File: src/rtl/fault_escalator_pkg.sv
package fault_escalator_pkg;
  typedef enum logic [1:0] {LVL_NORMAL = 2'd0, LVL_PF = 2'd1, LVL_DF = 2'd2} level_t;
  typedef enum logic [2:0] {ST_IDLE, ST_CHECK, ST_PUSH, ST_DONE, ST_ACTIVE} state_t;
  typedef struct packed {
    logic capture;
    logic loadSp;
    logic push;
    logic clearErr;
    logic isDf;
  } ctrl_t;
endpackage

File: src/rtl/fault_escalator_dp.sv
module fault_escalator_dp
  import fault_escalator_pkg::*;
#(
  parameter int DATA_W = 32,
  parameter int RING_W = 2,
  parameter int WORD_BYTES = 4
) (
  input  logic              clk,
  input  logic              rstN,
  input  ctrl_t             ctrl,
  input  logic [DATA_W-1:0] errCode,
  input  logic [DATA_W-1:0] oldSs,
  input  logic [DATA_W-1:0] oldEsp,
  input  logic [DATA_W-1:0] eflagsIn,
  input  logic [DATA_W-1:0] oldCs,
  input  logic [DATA_W-1:0] oldEip,
  input  logic [RING_W-1:0] curRing,
  input  logic [RING_W-1:0] handlerRing,
  input  logic [DATA_W-1:0] newSp,
  input  logic [DATA_W-1:0] stackLimit,
  input  logic [1:0]        gateOk,
  input  logic [1:0]        csOk,
  output logic              deliverOk,
  output logic              lastPush,
  output logic [DATA_W-1:0] pushAddr,
  output logic [DATA_W-1:0] pushData
);
  localparam int FRAME_WORDS = 6;
  localparam int SHORT_WORDS = 4;
  localparam int FIRST_SHORT = FRAME_WORDS - SHORT_WORDS;
  localparam int IDX_W = $clog2(FRAME_WORDS);
  localparam logic [DATA_W:0] FULL_BYTES  = (DATA_W+1)'(FRAME_WORDS * WORD_BYTES);
  localparam logic [DATA_W:0] SHORT_BYTES = (DATA_W+1)'(SHORT_WORDS * WORD_BYTES);

  logic [DATA_W-1:0] ssR, espR, flagsR, csR, eipR, errR, spR;
  logic [RING_W-1:0] ringR;
  logic [IDX_W-1:0]  idxR;
  logic              privChange, stackOk;
  logic [DATA_W-1:0] baseSp;
  logic [DATA_W:0]   endSp;
  logic [DATA_W-1:0] frameW [FRAME_WORDS];

  assign privChange = handlerRing < ringR;
  assign baseSp     = privChange ? newSp : espR;
  assign endSp      = {1'b0, baseSp} - (privChange ? FULL_BYTES : SHORT_BYTES);
  assign stackOk    = !endSp[DATA_W] && (endSp[DATA_W-1:0] >= stackLimit);
  assign deliverOk  = gateOk[ctrl.isDf] && csOk[ctrl.isDf] && stackOk;

  assign frameW[0] = ssR;
  assign frameW[1] = espR;
  assign frameW[2] = flagsR;
  assign frameW[3] = csR;
  assign frameW[4] = eipR;
  assign frameW[5] = errR;

  assign pushAddr = spR - DATA_W'(WORD_BYTES);
  assign pushData = frameW[idxR];
  assign lastPush = idxR == IDX_W'(FRAME_WORDS - 1);

  always_ff @(posedge clk) begin
    if (!rstN) begin
      ssR <= '0; espR <= '0; flagsR <= '0; csR <= '0; eipR <= '0; errR <= '0;
      ringR <= '0; spR <= '0; idxR <= '0;
    end else begin
      if (ctrl.capture) begin
        ssR <= oldSs; espR <= oldEsp; flagsR <= eflagsIn;
        csR <= oldCs; eipR <= oldEip; errR <= errCode; ringR <= curRing;
      end
      if (ctrl.clearErr) errR <= '0;
      if (ctrl.loadSp) begin
        spR  <= baseSp;
        idxR <= privChange ? '0 : IDX_W'(FIRST_SHORT);
      end else if (ctrl.push) begin
        spR  <= pushAddr;
        idxR <= idxR + 1'b1;
      end
    end
  end
endmodule

File: src/rtl/fault_escalator_ctrl.sv
module fault_escalator_ctrl
  import fault_escalator_pkg::*;
(
  input  logic  clk,
  input  logic  rstN,
  input  logic  faultReq,
  input  logic  retIn,
  input  logic  deliverOk,
  input  logic  lastPush,
  output ctrl_t ctrl,
  output logic  dispatchDone,
  output logic  sysReset,
  output level_t level
);
  state_t state;

  always_comb begin
    ctrl          = '0;
    ctrl.isDf     = level == LVL_DF;
    ctrl.capture  = state == ST_IDLE && faultReq;
    ctrl.loadSp   = state == ST_CHECK && deliverOk;
    ctrl.clearErr = state == ST_CHECK && !deliverOk && level == LVL_PF;
    ctrl.push     = state == ST_PUSH;
    dispatchDone  = state == ST_DONE;
  end

  always_ff @(posedge clk) begin
    if (!rstN) begin
      state    <= ST_IDLE;
      level    <= LVL_NORMAL;
      sysReset <= 1'b0;
    end else begin
      sysReset <= 1'b0;
      unique case (state)
        ST_IDLE: if (faultReq) begin
          level <= LVL_PF;
          state <= ST_CHECK;
        end
        ST_CHECK: begin
          if (deliverOk) state <= ST_PUSH;
          else if (level == LVL_PF) level <= LVL_DF;
          else begin
            sysReset <= 1'b1;
            level    <= LVL_NORMAL;
            state    <= ST_IDLE;
          end
        end
        ST_PUSH: if (lastPush) state <= ST_DONE;
        ST_DONE: state <= ST_ACTIVE;
        ST_ACTIVE: if (retIn) begin
          level <= LVL_NORMAL;
          state <= ST_IDLE;
        end
        default: state <= ST_IDLE;
      endcase
    end
  end
endmodule

File: src/rtl/fault_escalator.sv
module fault_escalator
  import fault_escalator_pkg::*;
#(
  parameter int DATA_W = 32,
  parameter int RING_W = 2,
  parameter int VEC_W = 8,
  parameter int PF_VEC = 14,
  parameter int DF_VEC = 8
) (
  input  logic              clk,
  input  logic              rstN,
  input  logic              faultReq,
  input  logic [DATA_W-1:0] errCode,
  input  logic [DATA_W-1:0] oldSs,
  input  logic [DATA_W-1:0] oldEsp,
  input  logic [DATA_W-1:0] eflagsIn,
  input  logic [DATA_W-1:0] oldCs,
  input  logic [DATA_W-1:0] oldEip,
  input  logic [RING_W-1:0] curRing,
  input  logic [RING_W-1:0] handlerRing,
  input  logic [DATA_W-1:0] newSp,
  input  logic [DATA_W-1:0] stackLimit,
  input  logic [1:0]        gateOk,
  input  logic [1:0]        csOk,
  input  logic              retIn,
  output logic              pushValid,
  output logic [DATA_W-1:0] pushAddr,
  output logic [DATA_W-1:0] pushData,
  output logic              dispatchDone,
  output logic [VEC_W-1:0]  dispatchVector,
  output logic              sysReset,
  output logic [1:0]        escLevel
);
  ctrl_t  ctrl;
  level_t level;
  logic   deliverOk, lastPush;

  fault_escalator_ctrl ctrl_i (
    .clk, .rstN, .faultReq, .retIn, .deliverOk, .lastPush,
    .ctrl, .dispatchDone, .sysReset, .level
  );

  fault_escalator_dp #(.DATA_W(DATA_W), .RING_W(RING_W)) dp_i (
    .clk, .rstN, .ctrl, .errCode, .oldSs, .oldEsp, .eflagsIn, .oldCs, .oldEip,
    .curRing, .handlerRing, .newSp, .stackLimit, .gateOk, .csOk,
    .deliverOk, .lastPush, .pushAddr, .pushData
  );

  assign pushValid      = ctrl.push;
  assign dispatchVector = ctrl.isDf ? VEC_W'(DF_VEC) : VEC_W'(PF_VEC);
  assign escLevel       = level;
endmodule

File: config.mk
export PLATFORM = sky130hd
export DESIGN_NAME = fault_escalator
export DESIGN_NICKNAME = d
export VERILOG_FILES = /design/src/rtl/fault_escalator_pkg.sv /design/src/rtl/fault_escalator_dp.sv /design/src/rtl/fault_escalator_ctrl.sv /design/src/rtl/fault_escalator.sv
export SDC_FILE = /design/constraint.sdc
export NUM_CORES = 1
export LEC_CHECK = 0
export ABC_CLOCK_PERIOD_IN_PS = 8200
export BUFFER_PORTS_ARGS = -buffer_cell sky130_fd_sc_hd__buf_4
export CAP_MARGIN = 20
export CORE_MARGIN = 8
export CORE_UTILIZATION = 45
export DETAILED_ROUTE_END_ITERATION = 10
export HOLD_SLACK_MARGIN = 0.08
export PLACE_DENSITY = 0.7
export SETUP_SLACK_MARGIN = 0.05
export SLEW_MARGIN = 40
export SYNTH_ARGS = -nofsm -noshare
export SYNTH_HDL_FRONTEND = slang
export SYNTH_HIERARCHICAL = 1
export SYNTH_SLANG_ARGS = --single-unit
File: constraint.sdc
create_clock -name clk -period 8.2 [get_ports clk]
set_input_delay 1.23 -clock clk [delete_from_list [all_inputs] [get_ports clk]]
set_output_delay 1.23 -clock clk [all_outputs]
set_load 0.05 [all_outputs]
=== Yosys cells after proc, flatten, opt, wreduce, memory -nomap -nowiden ===
Index checks and enable logic that the tools add are counted.

* Register bits: 235
* Bits of input ports: 268
* Word-level logic and storage cells: 77

* Add/subtract/negate cells: 3
* Magnitude comparators: 4
* Equal/unequal tests: 12
* Mux-type cells: 27
* Bitwise operators: 3
* Reduce and logical (&&, ||, !) cells: 16

{| class="wikitable"
|+ Operators by type and width
! cell !! count
|-
| $mux 32 || 5
|-
| $bmux 32 s3 || 1
|-
| $sub 32x33->33 || 1
|-
| $ge 32x32->1 || 1
|-
| $sub 32x3->32 const B || 1
|-
| $mux 3 || 8
|-
| $pmux 3 s5 || 1
|-
| $mux 2 || 5
|-
| $reduce_and 4->1 || 2
|-
| $logic_and 1x1->1 || 7
|-
| $eq 3x2->1 const B || 2
|-
| $eq 3x3->1 const B || 2
|-
| $ne 2x2->1 const B || 3
|-
| $pmux 2 s3 || 1
|-
| $mux 1 || 5
|-
| $ge 4x4->1 const B || 1
|-
| $mux 4 || 1
|-
| $not 3->4 || 1
|-
| $add 3x1->3 const B || 1
|-
| $eq 3x1->1 const B || 1
|-
| $logic_not 3->1 || 1
|-
| $ne 3x2->1 const B || 1
|-
| $reduce_bool 3->1 || 1
|-
| $reduce_or 3->1 || 1
|-
| 9 further kinds || 11
|}

=== Depth between registers and ports, before layout ===
* Depth after elaboration: 10
* Gate-level depth with buffers: 28
* Depth with buffers taken out: 24

=== By module ===
Netlist, hierarchy kept.

{| class="wikitable"
|+ Modules (own cells, without submodules)
! module !! instances !! cells each !! area an instance (µm²)
|-
| fault_escalator_dp || 1 || 1363 || 12529.5
|-
| fault_escalator_ctrl || 1 || 33 || 340.3
|-
| fault_escalator || 1 || 10 || 63.8
|}

=== Least setup slack after synthesis ===
No wires, ideal clock.

* Path kind: input to register
* Start point: input handlerRing[1]
* End point: register dp_i.spR[2]
* Setup time: 0.091 ns
* Arrival time: 6.285 ns
* Required time: 8.109 ns
* Setup slack: 1.825 ns
* Cell stages on the path: 24
* Path buffers: 5
* Cell sequence: ha_1 -> a21o_1 -> clkbuf_1 -> inv_2 -> buf_1 -> buf_1 -> ha_1 -> inv_1 -> ha_1 -> nor4_1 -> mux2i_1 -> nor3_1 -> nor2b_1 -> xnor2_1 -> ha_1 -> nand4_1 -> nor3_1 -> o2111ai_1 -> a31oi_1 -> nor4bb_1 -> clkbuf_8 -> clkbuf_1 -> nor2_1 -> a311oi_1

{| class="wikitable"
|+ RTL lines
! what !! RTL line !! RTL
|-
| start, declared || fault_escalator.sv:20 || <nowiki>input logic [RING_W-1:0] handlerRing,</nowiki>
|-
| end signal, assigned || fault_escalator_dp.sv:71 || <nowiki>spR <= baseSp;</nowiki>
|-
| end signal, assigned || fault_escalator_dp.sv:74 || <nowiki>spR <= pushAddr;</nowiki>
|-
| end, declared || fault_escalator_dp.sv:35 || <nowiki>logic [DATA_W-1:0] ssR, espR, flagsR, csR, eipR, errR, spR;</nowiki>
|}

==> impl_metrics.toml <==
[detailed_routing]
drt_iter0_drc = 639
drc = 0
wl_per_cell_um = 19.89
wl_mm = 41.65
viasPerCell = 5.249
ant_nets = 0
drtPass1Iterations = 5
vias = 10990

[worst_setup_path]
path_class = "primary input to flip-flop"
worstPathCellList = "buf_4 -> ha_1 -> a21o_1 -> inv_2 -> mux2i_1 -> ha_1 -> inv_1 -> ha_1 -> nor4_1 -> mux2i_1 -> nor2_1 -> xnor2_1 -> ha_1 -> nand4_1 -> nor4_1 -> a22oi_1 -> a31oi_1 -> o2111ai_1 -> a31oi_1 -> nor4bb_4 -> buf_4 -> inv_1 -> mux2_2 -> nor2_1"
cp-start-kind = "primary input"
endpoint_kind = "flip-flop"
cp.arrival_ns = 6.97
worstPathRequired_ns = 8.66
crit_top_cell = "ha_1"
cp_top_family = "buffers and inverters"
cpMaxStageDelayCell = "mux2i_1"
path_buf_inv = 5
critPathMaxStageDelay_ns = 0.60
cp_max_fo = 56

[synth]
yosysTopAreaCell = "dfxtp_1"
synth.distinct_cells = 62
synth_edf_count = 0
synth_area_um2 = 12930
postSynthRegisterBits = 235
yosysTopAreaCellShare_pct = 36.37
avgSynthCellArea_um2 = 9.199
synth_common_cells = "259 x mux2i_1, 239 x nor2_1, 235 x dfxtp_1"
ys_async_sr_fraction_pct = 0
yosys_warnings = 6
post-synth-top-count-cell = "mux2i_1"
yosys_most_used_dff = "dfxtp_1"
seq_area_frac_synth_pct = 36.37
synth.area.top_cells = "dfxtp_1 36%, mux2i_1 20%, nor2_1 6.9%"
syn_inst = 1406

[clock_network]
cts_tree = "done"
clkLatencyLatePin_ns = 0.53
cts_max_level = 1
cts.sinks = 235
cts_setup_buffers = 0
cts_resized = 0
cts_hold_buffers = 0
clkSlewWorstSetupHoldPaths_ns = 0.06
cts_buffers = 25
clockBufferDepth = 3
cts_root_buffer = "clkbuf_16"

[timing]
max_slew_margin_pct = 45.92
tns_ns = 0
fin_crit_sh_pct = 79.31
skew_ns = 0.02062
rsz0062_at_grt = "no"
fmax_mhz = 153.8
tightest_slew_ns = 0.8112
hold_violations = 0
slew_violations = 0
min_period_ns = 6.504
setup_viol = 0

[power_and_ir_drop]
ir_worst_vdd_v = 0.0001385
power_leakage_uw = 0.007327
powerDensity_nw_per_um2 = 206.4
finalPower_uw = 3395

[floorplan]
die_h_um = 185.5
core_area_um2 = 28470
rows = 62
start_util_pct = 45.43
die-width_um = 185.5
fp.dieArea_um2 = 34420
ios = 345

[placement]
gp_congestion = 0.8848
dpl.hpwl_mm = 31.92
port_buffers = 338

[global_routing]
grt_pass1_vias = 10960
antenna_found_initial = 7
grt_pass1_wl_mm = 62.35
grt.total_usage_pct = 23.11
grt-ovfl-total = 0
grt_max_degree = 111

[status]
outcome = "complete, no violations"

[final_layout]
final_layout_size_suffix_gt1_share_pct = 26.07
area_delta_synth_final_pct = 27.16
fin_nets = 1991

[worst_hold_path]
hold_class = "flip-flop to flip-flop"

[flow_run]
drv_cap = 0
-- power by group --
part / internal (uW) / switching, uW
Combinational: 414 / 615
Sequential: 1210 / 57.3
Clock: 638 / 458
-- registers in the layout, indices dropped and copies added (netlist names) --
register and count:
ctrl_i/level 2, ctrl_i/state 3, ctrl_i/sysReset 1, dp_i/csR 32, dp_i/eipR 32, dp_i/errR 32, dp_i/espR 32, dp_i/flagsR 32
dp_i/idxR 3, dp_i/ringR 2, dp_i/spR 32, dp_i/ssR 32
-- layout make-up --
cell class                 instances  area, um^2
fill                            2555       12020
timing repair buffer             351        2675
antenna                            7       17.52
tap                              384       480.5
clock buffer                      37       720.7
inverter                          77       296.5
sequential                       235        4710
clock inverter                     8       71.32
multi-input combinational        995        7476
-- worst min-delay path, cell delays in order (launching register included) --
cell,delay (ns)
dfxtp_1,0.32
mux2i_1,0.06
nor2_1,0.07
-- per-stage QoR --
| stage | utilization, % | worst slack [ns] | instances | hold WS (ns) | instance area, um^2 |
|---|---|---|---|---|---|
| 3_5_place_dp | 54.90 | 1.154 | 2042 | 0.4794 | 15630 |
| 2_1_floorplan | - | 1.825 | 1410 | 0.4546 | 12950 |
| 4_1_cts | 57.69 | 1.687 | 2087 | 0.4946 | 16420 |
| 5_1_grt | 57.77 | 1.166 | 2094 | 0.5127 | 16450 |
| 3_3_place_gp | 54.77 | 1.364 | 2041 | 0.4662 | 15590 |
| 6_report | 57.77 | 1.696 | 2094 | 0.4912 | 16450 |
-- cells in the final DEF (no fill, tap or decap), types with 8 or more instances in the layout --
master       n
nand2_1     81
clkbuf_16   25
o21ai_0     13
nor2b_1     11
o21a_1       8
nor4_1      11
a211oi_1    10
nand3_1     13
nor2_1     239
inv_1       75
nor3_1      38
xnor2_1     46
buf_4      347
o22ai_1     33
xor2_1      39
mux4_2      32
mux2i_1    258
dfxtp_1    233
ha_1        38
a21oi_1     24
-- worst paths after layout --
path | from | to | slack [ns] | cells past startpoint
min | dp_i/csR[24] | dp_i/csR[24] | 0.49 | 2
min reg2reg | dp_i/csR[24] | dp_i/csR[24] | 0.49 | 2
max reg2reg | dp_i/ringR[1] | dp_i/spR[3] | 2.16 | 24
max | handlerRing[1] | dp_i/spR[3] | 1.70 | 24
-- metal layers --
metal / share of wire [%] / track usage [%]
met5: 0 / 0
met4: 3.3 / 8.288
met3: 8.6 / 6.578
met2: 46 / 37.96
met1: 42 / 28.63
-- cell families (layout without fill, tap and decap cells) --
group / count (synthesis) / after routing / share of synthesized area [%]
simple gates: 447 / 447 / 15.57
mux: 295 / 295 / 25.96
flops: 235 / 235 / 36.37
buf+inv: 180 / 473 / 6.133
compound gates: 124 / 124 / 6.472
xor+xnor: 85 / 85 / 5.756
fa+ha+maj: 38 / 38 / 3.676
other cells: 2 / 13 / 0.05807
(Power assumes the default switching activity.)
